**src/rtl/cwin_pkg.sv**
```systemverilog
// Shared types and the size-code decode for the card window decoder.
// Assumes option words use the bit layout described in the brief.
package cwin_pkg;

    typedef enum logic [1:0] {
        SP_COMMON = 2'b00,
        SP_RSVD   = 2'b01,
        SP_ATTR   = 2'b10,
        SP_IO     = 2'b11
    } space_t;

    // Decoded window attributes held per window
    typedef struct packed {
        logic [4:0] code;
        logic [3:0] hold;
        logic [3:0] setup;
        logic [4:0] strobe;
        logic       wide;
        space_t     space;
        logic       slot;
        logic       wprot;
        logic       valid;
    } win_cfg_t;

    typedef struct packed {
        logic       ok;
        logic [4:0] lg2;
    } size_dec_t;

    // Map the scrambled 5-bit size code to log2 of the window size
    function automatic size_dec_t size_decode(input logic [4:0] code);
        size_dec_t r;
        r.ok = 1'b1;
        case (code)
            5'd0:  r.lg2 = 5'd0;
            5'd1:  r.lg2 = 5'd1;
            5'd2:  r.lg2 = 5'd3;
            5'd3:  r.lg2 = 5'd2;
            5'd4:  r.lg2 = 5'd7;
            5'd5:  r.lg2 = 5'd6;
            5'd6:  r.lg2 = 5'd4;
            5'd7:  r.lg2 = 5'd5;
            5'd8:  r.lg2 = 5'd15;
            5'd9:  r.lg2 = 5'd14;
            5'd10: r.lg2 = 5'd12;
            5'd11: r.lg2 = 5'd13;
            5'd12: r.lg2 = 5'd8;
            5'd13: r.lg2 = 5'd9;
            5'd14: r.lg2 = 5'd11;
            5'd15: r.lg2 = 5'd10;
            5'd20: r.lg2 = 5'd24;
            5'd21: r.lg2 = 5'd25;
            5'd23: r.lg2 = 5'd26;
            5'd24: r.lg2 = 5'd16;
            5'd25: r.lg2 = 5'd17;
            5'd26: r.lg2 = 5'd19;
            5'd27: r.lg2 = 5'd18;
            5'd28: r.lg2 = 5'd23;
            5'd29: r.lg2 = 5'd22;
            5'd30: r.lg2 = 5'd20;
            5'd31: r.lg2 = 5'd21;
            default: begin
                r.ok  = 1'b0;
                r.lg2 = 5'd0;
            end
        endcase
        return r;
    endfunction

endpackage

```
**src/rtl/cwin_regbank.sv**
```systemverilog
// Register bank: base and option word per window, written over a simple
// register bus, read back combinationally. Exposes decoded attributes.
// Assumes word address 2*w is the base and 2*w+1 the option of window w.
module cwin_regbank
    import cwin_pkg::*;
#(
    parameter int NUM_WIN = 8,
    parameter int DATA_W  = 32,
    localparam int RA_W   = $clog2(2 * NUM_WIN)
) (
    input  logic              clk,
    input  logic              rst_n,
    input  logic              wr_en,
    input  logic [RA_W-1:0]   wr_addr,
    input  logic [DATA_W-1:0] wr_data,
    input  logic [RA_W-1:0]   rd_addr,
    output logic [DATA_W-1:0] rd_data,
    output logic [DATA_W-1:0] base_q [NUM_WIN],
    output win_cfg_t          cfg_q  [NUM_WIN]
);

    logic [DATA_W-1:0] opt_q [NUM_WIN];

    for (genvar w = 0; w < NUM_WIN; w++) begin : g_win
        // Store base and option words for window w
        always_ff @(posedge clk) begin
            if (!rst_n) begin
                base_q[w] <= '0;
                opt_q[w]  <= '0;
            end else if (wr_en && (wr_addr[RA_W-1:1] == (RA_W-1)'(w))) begin
                if (wr_addr[0]) opt_q[w]  <= wr_data;
                else            base_q[w] <= wr_data;
            end
        end

        // Split the option word into named fields
        always_comb begin
            cfg_q[w].valid  = opt_q[w][0];
            cfg_q[w].wprot  = opt_q[w][1];
            cfg_q[w].slot   = opt_q[w][2];
            cfg_q[w].space  = space_t'(opt_q[w][4:3]);
            cfg_q[w].wide   = opt_q[w][6];
            cfg_q[w].strobe = opt_q[w][11:7];
            cfg_q[w].setup  = opt_q[w][15:12];
            cfg_q[w].hold   = opt_q[w][19:16];
            cfg_q[w].code   = opt_q[w][31:27];
        end
    end

    // Read mux over both words of every window
    always_comb begin
        rd_data = '0;
        for (int w = 0; w < NUM_WIN; w++) begin
            if (rd_addr[RA_W-1:1] == (RA_W-1)'(w))
                rd_data = rd_addr[0] ? opt_q[w] : base_q[w];
        end
    end

    for (genvar w = 0; w < NUM_WIN; w++) begin : g_chk
        AST_RESET_CLEAR: assert property (@(posedge clk) disable iff (!rst_n)
            $past(!rst_n) |-> (!cfg_q[w].valid && base_q[w] == '0));
    end

endmodule

```
**src/rtl/cwin_match.sv**
```systemverilog
// One window comparator: masks address and base to the decoded window
// size and compares. Assumes the base is aligned to the window size.
module cwin_match
    import cwin_pkg::*;
#(
    parameter int ADDR_W = 32
) (
    input  logic [ADDR_W-1:0] acc_addr,
    input  logic              acc_valid,
    input  logic [ADDR_W-1:0] base,
    input  logic              valid,
    input  space_t            space,
    input  logic [4:0]        code,
    output logic              hit
);

    size_dec_t         sz;
    logic [ADDR_W-1:0] mask;

    // Decode size and build the upper-bit compare mask
    always_comb begin
        sz   = size_decode(code);
        mask = {ADDR_W{1'b1}} << sz.lg2;
    end

    // Window claims the access when enabled and the masked bits agree
    always_comb begin
        hit = acc_valid && valid && sz.ok && (space != SP_RSVD) &&
              (((acc_addr ^ base) & mask) == '0);
    end

endmodule

```
**src/rtl/cwin_prio.sv**
```systemverilog
// Fixed-priority selector: lowest-numbered set bit of the hit vector wins.
// Assumes NUM_WIN is at least two.
module cwin_prio #(
    parameter int NUM_WIN = 8,
    localparam int IDX_W  = $clog2(NUM_WIN)
) (
    input  logic               clk,
    input  logic               rst_n,
    input  logic [NUM_WIN-1:0] hit_vec,
    output logic               any,
    output logic [IDX_W-1:0]   idx
);

    // Scan from high to low so the lowest hitter is kept last
    always_comb begin
        any = 1'b0;
        idx = '0;
        for (int i = NUM_WIN - 1; i >= 0; i--) begin
            if (hit_vec[i]) begin
                any = 1'b1;
                idx = IDX_W'(i);
            end
        end
    end

    AST_PRIO_LOWEST: assert property (@(posedge clk) disable iff (!rst_n)
        any |-> (hit_vec[idx] &&
                 ((hit_vec & ((NUM_WIN'(1) << idx) - NUM_WIN'(1))) == '0)));

    AST_PRIO_NONE: assert property (@(posedge clk) disable iff (!rst_n)
        (hit_vec == '0) |-> !any);

endmodule

```
**src/rtl/cwin_decoder.sv**
```systemverilog
// Top of the card window address decoder. Instantiates the register bank,
// one comparator per window and the priority selector, then reports the
// winner's attributes and the write-protect outcome combinationally.
// Assumes register writes apply on the sampling edge; outputs are zero
// when no window hits.
module cwin_decoder
    import cwin_pkg::*;
#(
    parameter int NUM_WIN = 8,
    parameter int ADDR_W  = 32,
    localparam int RA_W   = $clog2(2 * NUM_WIN),
    localparam int IDX_W  = $clog2(NUM_WIN)
) (
    input  logic              clk,
    input  logic              rst_n,
    input  logic              reg_wr_en,
    input  logic [RA_W-1:0]   reg_addr,
    input  logic [31:0]       reg_wr_data,
    input  logic [RA_W-1:0]   reg_rd_addr,
    output logic [31:0]       reg_rd_data,
    input  logic              acc_valid,
    input  logic              acc_write,
    input  logic [ADDR_W-1:0] acc_addr,
    output logic              hit,
    output logic [IDX_W-1:0]  hit_win,
    output logic              hit_slot,
    output logic [1:0]        hit_space,
    output logic              hit_wide,
    output logic              wp_viol,
    output logic              acc_fwd,
    output logic [4:0]        t_strobe,
    output logic [3:0]        t_setup,
    output logic [3:0]        t_hold
);

    logic [31:0]        base_q [NUM_WIN];
    win_cfg_t           cfg_q  [NUM_WIN];
    logic [NUM_WIN-1:0] hit_vec;
    logic               any_hit;
    logic [IDX_W-1:0]   win_idx;

    cwin_regbank #(.NUM_WIN(NUM_WIN), .DATA_W(32)) u_bank (
        .clk     (clk),
        .rst_n   (rst_n),
        .wr_en   (reg_wr_en),
        .wr_addr (reg_addr),
        .wr_data (reg_wr_data),
        .rd_addr (reg_rd_addr),
        .rd_data (reg_rd_data),
        .base_q  (base_q),
        .cfg_q   (cfg_q)
    );

    for (genvar w = 0; w < NUM_WIN; w++) begin : g_match
        cwin_match #(.ADDR_W(ADDR_W)) u_match (
            .acc_addr  (acc_addr),
            .acc_valid (acc_valid),
            .base      (ADDR_W'(base_q[w])),
            .valid     (cfg_q[w].valid),
            .space     (cfg_q[w].space),
            .code      (cfg_q[w].code),
            .hit       (hit_vec[w])
        );
    end

    cwin_prio #(.NUM_WIN(NUM_WIN)) u_prio (
        .clk     (clk),
        .rst_n   (rst_n),
        .hit_vec (hit_vec),
        .any     (any_hit),
        .idx     (win_idx)
    );

    // Report the winner's attributes, all zero on a miss
    always_comb begin
        hit       = any_hit;
        hit_win   = any_hit ? win_idx : '0;
        hit_slot  = any_hit & cfg_q[win_idx].slot;
        hit_space = any_hit ? cfg_q[win_idx].space : 2'b00;
        hit_wide  = any_hit & cfg_q[win_idx].wide;
        t_strobe  = any_hit ? cfg_q[win_idx].strobe : '0;
        t_setup   = any_hit ? cfg_q[win_idx].setup  : '0;
        t_hold    = any_hit ? cfg_q[win_idx].hold   : '0;
    end

    // Block writes into a protected window, forward everything else
    always_comb begin
        wp_viol = any_hit && acc_write && cfg_q[win_idx].wprot;
        acc_fwd = any_hit && !wp_viol;
    end

    AST_IDLE_QUIET: assert property (@(posedge clk) disable iff (!rst_n)
        !acc_valid |-> (!hit && !acc_fwd && !wp_viol));

    AST_VIOL_ON_WRITE: assert property (@(posedge clk) disable iff (!rst_n)
        wp_viol |-> (acc_write && hit && !acc_fwd));

    AST_ZERO_DISABLES: assert property (@(posedge clk) disable iff (!rst_n)
        (reg_wr_en && reg_addr[0] && reg_wr_data == 32'd0)
        |=> !hit_vec[$past(reg_addr[RA_W-1:1])]);

    for (genvar w = 0; w < NUM_WIN; w++) begin : g_chk
        AST_BAD_CODE_MISS: assert property (@(posedge clk) disable iff (!rst_n)
            (cfg_q[w].code inside {5'd16, 5'd17, 5'd18, 5'd19, 5'd22})
            |-> !hit_vec[w]);
    end

endmodule

```
**config.mk**
```make
export PLATFORM = sky130hd
export DESIGN_NAME = cwin_decoder
export DESIGN_NICKNAME = d
export VERILOG_FILES = /design/src/rtl/cwin_pkg.sv /design/src/rtl/cwin_regbank.sv /design/src/rtl/cwin_match.sv /design/src/rtl/cwin_prio.sv /design/src/rtl/cwin_decoder.sv
export SDC_FILE = /design/constraint.sdc
export NUM_CORES = 2
export LEC_CHECK = 0
export ABC_AREA = 1
export BUFFER_PORTS_ARGS = -buffer_cell sky130_fd_sc_hd__buf_4
export CORE_MARGIN = 5
export CORE_UTILIZATION = 65
export CTS_CLUSTER_SIZE = 25
export DETAILED_ROUTE_END_ITERATION = 7
export MAX_ROUTING_LAYER = met4
export PLACE_DENSITY = 0.83
export SLEW_MARGIN = 0
export SYNTH_ARGS = -nofsm -noshare
export SYNTH_HDL_FRONTEND = slang
export SYNTH_SLANG_ARGS = --single-unit
```
**constraint.sdc**
```tcl
create_clock -name clk -period 8.3 [get_ports clk]
set_input_delay 1.66 -clock clk [delete_from_list [all_inputs] [get_ports clk]]
set_output_delay 1.66 -clock clk [all_outputs]
set_load 0.01 [all_outputs]
```
==> flow_summary.ini <==
[critical_path]
cp_data_arrival_time_ns = 5.23
critical_path.max_stage_delay_ns = 0.64
cp.required_ns = 6.64
worstSetupPathType = register to output port
critPathSlowestCell = edfxtp_1
crit_path_cell_trace = inv_1, nand3_2, o21ai_1, inv_1, nand3_1, nor2_2, nand2_1, nor2_2, nand2_1, nand2_1, nand2_1, nand2_1, a21oi_1, nand3_1, nor2_1, nand2_2, nand2_1, a21oi_4, inv_2, nand3_1, nand3_1, nand2_1, buf_4
crit_path_frequent_cell = nand2_1
cp_max_fo = 36
worstSetupStartpointType = register
end_kind = output port

[sta]
period_needed_ns = 6.89
finalSetupViolCount = 0
fin_crit_sh_pct = 83.0
slew_viol_final = 0
tightest_slew_ns = 1.15
rsz0062_at_grt = false
timing.hold.ws_ns = 0.481
final_hold_viol_count = 0
fin_skew_ns = 0
tns_ns = 0
fmaxAchievable_mhz = 145
relSlewSlack_pct = 22.9

[power_and_ir_drop]
clkPwrFrac_pct = 39.6
internal_power_mw = 4.52
p_comb_share_pct = 16.1
vdd_drop_max_uv = 193
total_power_mw = 6.46
power_frac_seq_pct = 44.3
power_density_nw_per_um2 = 190
p_sw_mw = 1.94
power.leakage_nw = 13.9
swShare_pct = 30.0

[global_route]
grt_max_degree = 149
antenna_found_initial = 6
grt-ovfl-total = 0
grt_pass1_vias = 29200
grt_first_pass_wirelength_microns = 182000
grt_usage_pct = 46.9

[floorplan]
rows = 80
ios = 132
start_util_pct = 65.5
die_h_microns = 229
core_sq_um = 47600
dieArea_sq_um = 52500
die_width_microns = 229

[cts]
cts_buffer_depth = 3
ctsHoldBuffers = 0
worstSkewPairLatency_ns = 0.62
path_clk_slew_ns = 0.06
cts-root-buf = clkbuf_16
cts_max_level = 2
clock_sinks = 512
cts_setup_buffers = 0
cts_tree = done
postCtsResizedCells = 0
cts_made_buffers = 54

[yosys]
synthArstFlopShare_pct = 0
netlist_instances = 4319
synth_flop_cell = edfxtp_1
synth_warnings = 0
synth-seq-cells = 512
syn_area_sq_um = 31200
synth_fp_nets = 4396
seq_area_frac_synth_pct = 41.1
syn_avg_cell_area_sq_um = 7.22
synth-edff-count = 256
yosysUniqueCellTypes = 63

[hold_path]
hp-class = register to register

[drt]
drt-pass1-iter-count = 8
drt_iter0_markers = 5686
drc = 3
vias = 32200
postRouteAntennaNets = 0
avgViaCountPerCell = 6.51
wirelength_microns = 126000
routedWlPerCell_microns = 25.4

[cells_and_area]
nFillCells = 4030
stdcell_count = 4947
utilization_pct = 71.6
drive_above_1_share_pct = 8.53
syn2layout_area_growth_pct = 9.26
final_nets = 4360

[placed_design]
placedCellCount = 4842
portBuffers = 131
place_congestion = 1.09
hpwlAfterDp_microns = 92100

[job]
drv_cap = 0

[outcome]
failed_checks = design-rule violations
outcome = complete, but fails checks
==> worst paths after layout <==
path	from	to	slack (ns)	depth (start not counted)
worst min register to register	u_bank.base_q[96]$_SDFFE_PN0P_	u_bank.base_q[96]$_SDFFE_PN0P_	0.48	2
worst max-delay path	u_bank.opt_q[0][31]$_SDFFCE_PN0P_	hit_slot	1.41	23
worst min-delay path	u_bank.base_q[96]$_SDFFE_PN0P_	u_bank.base_q[96]$_SDFFE_PN0P_	0.48	2
worst max register to register	u_bank.base_q[27]$_SDFFE_PN0P_	u_bank.base_q[27]$_SDFFE_PN0P_	7.48	2
==> metal layers <==
layer / routed length [microns] / share of wire [%] / vias up / global-route usage (%)
li1: - / - / 14400 / -
met2: 51900 / 41 / 2785 / 66.6
met1: 44700 / 36 / 14500 / 61.5
met5: 0 / 0 / - / -
met3: 21900 / 17 / 507 / 15.9
met4: 7130 / 5.7 / 0 / 20.1
==> final cells by class <==
| type | instances | area, sq um | area share [%] |
|---|---|---|---|
| tap | 615 | 769 | 2.26 |
| multi-input combinational | 3138 | 15800 | 46.4 |
| clock inverter | 32 | 382 | 1.12 |
| clock buffer | 69 | 1450 | 4.25 |
| timing repair buffer | 172 | 1320 | 3.86 |
| sequential | 512 | 12800 | 37.6 |
| antenna | 4 | 10.0 | 0.0294 |
| inverter | 405 | 1530 | 4.47 |
==> placed cells by master, fill, tap and decap left out, types with 54 or more instances in the layout <==
master	instances
o211ai_1	110
dfxtp_1	256
clkbuf_16	54
xnor2_1	76
edfxtp_1	256
inv_1	337
a21oi_1	329
a211oi_1	64
xor2_1	165
nand3_1	276
nand4_1	75
nor2_1	566
o21ai_0	402
o21ai_1	57
nand2_1	840
buf_4	169
==> flip-flops by register name, summed over array words and instances (netlist names) <==
name,count
u_bank.base_q,256
u_bank.opt_q,256
==> stage by stage <==
stage,setup WS [ns],instance area (sq um)
2_1_floorplan,2.68,31200
3_3_place_gp,1.82,32300
5_1_grt,1.18,34100
3_5_place_dp,1.75,32300
4_1_cts,1.60,34100
6_report,1.41,34100
==> Yosys cell counts (8+ instances only) <==
cell / number / area (sq um)
a211oi_1: 64 / 480
a21oi_1: 329 / 1650
buf_1: 32 / 120
buf_2: 22 / 110
clkbuf_1: 198 / 743
clkinv_1: 31 / 116
dfxtp_1: 256 / 5120
edfxtp_1: 256 / 7690
inv_1: 337 / 1260
inv_2: 36 / 135
nand2_1: 843 / 3160
nand2_2: 9 / 56.3
nand3_1: 278 / 1390
nand3b_1: 14 / 105
nand4_1: 75 / 469
nor2_1: 567 / 2130
nor2_2: 17 / 106
nor3_1: 34 / 170
o2111ai_1: 8 / 70.1
o211ai_1: 110 / 826
o21ai_0: 402 / 2010
o21ai_1: 57 / 285
or2_2: 16 / 100
xnor2_1: 76 / 666
xor2_1: 165 / 1450
==> worst max-delay path: cells and delay by family (launching register included) <==
kind / cells / cell delay [ns]
buffers and inverters: 4 / 0.84
AOI/OAI and AO/OA: 3 / 0.57
and+or+nand+nor: 16 / 2.52
DFF: 1 / 0.64
==> kinds of logic (layout without fill, tap and decap cells) <==
group                     Yosys count  after routing  synth area share [%]
other                               0              4                     0
and+or+nand+nor                  1886           1886                  25.6
DFF                               512            512                  41.1
xor gates and xnor gates          241            241                  6.77
AOI/OAI and AO/OA                1011           1011                  18.2
buffers and inverters             669            678                  8.36
==> power by group through the flow <==
| stage | Clock, mW | Combinational, mW | Sequential (mW) |
|---|---|---|---|
| after floorplan | 0 | 0.621 | 2.86 |
| after global placement | 0 | 0.976 | 2.90 |
| after detailed placement | 0 | 0.982 | 2.91 |
| after CTS | 2.54 | 0.989 | 2.85 |
| after global routing | 2.64 | 1.10 | 2.86 |
| final | 2.56 | 1.04 | 2.86 |
(Power assumes the default switching activity.)
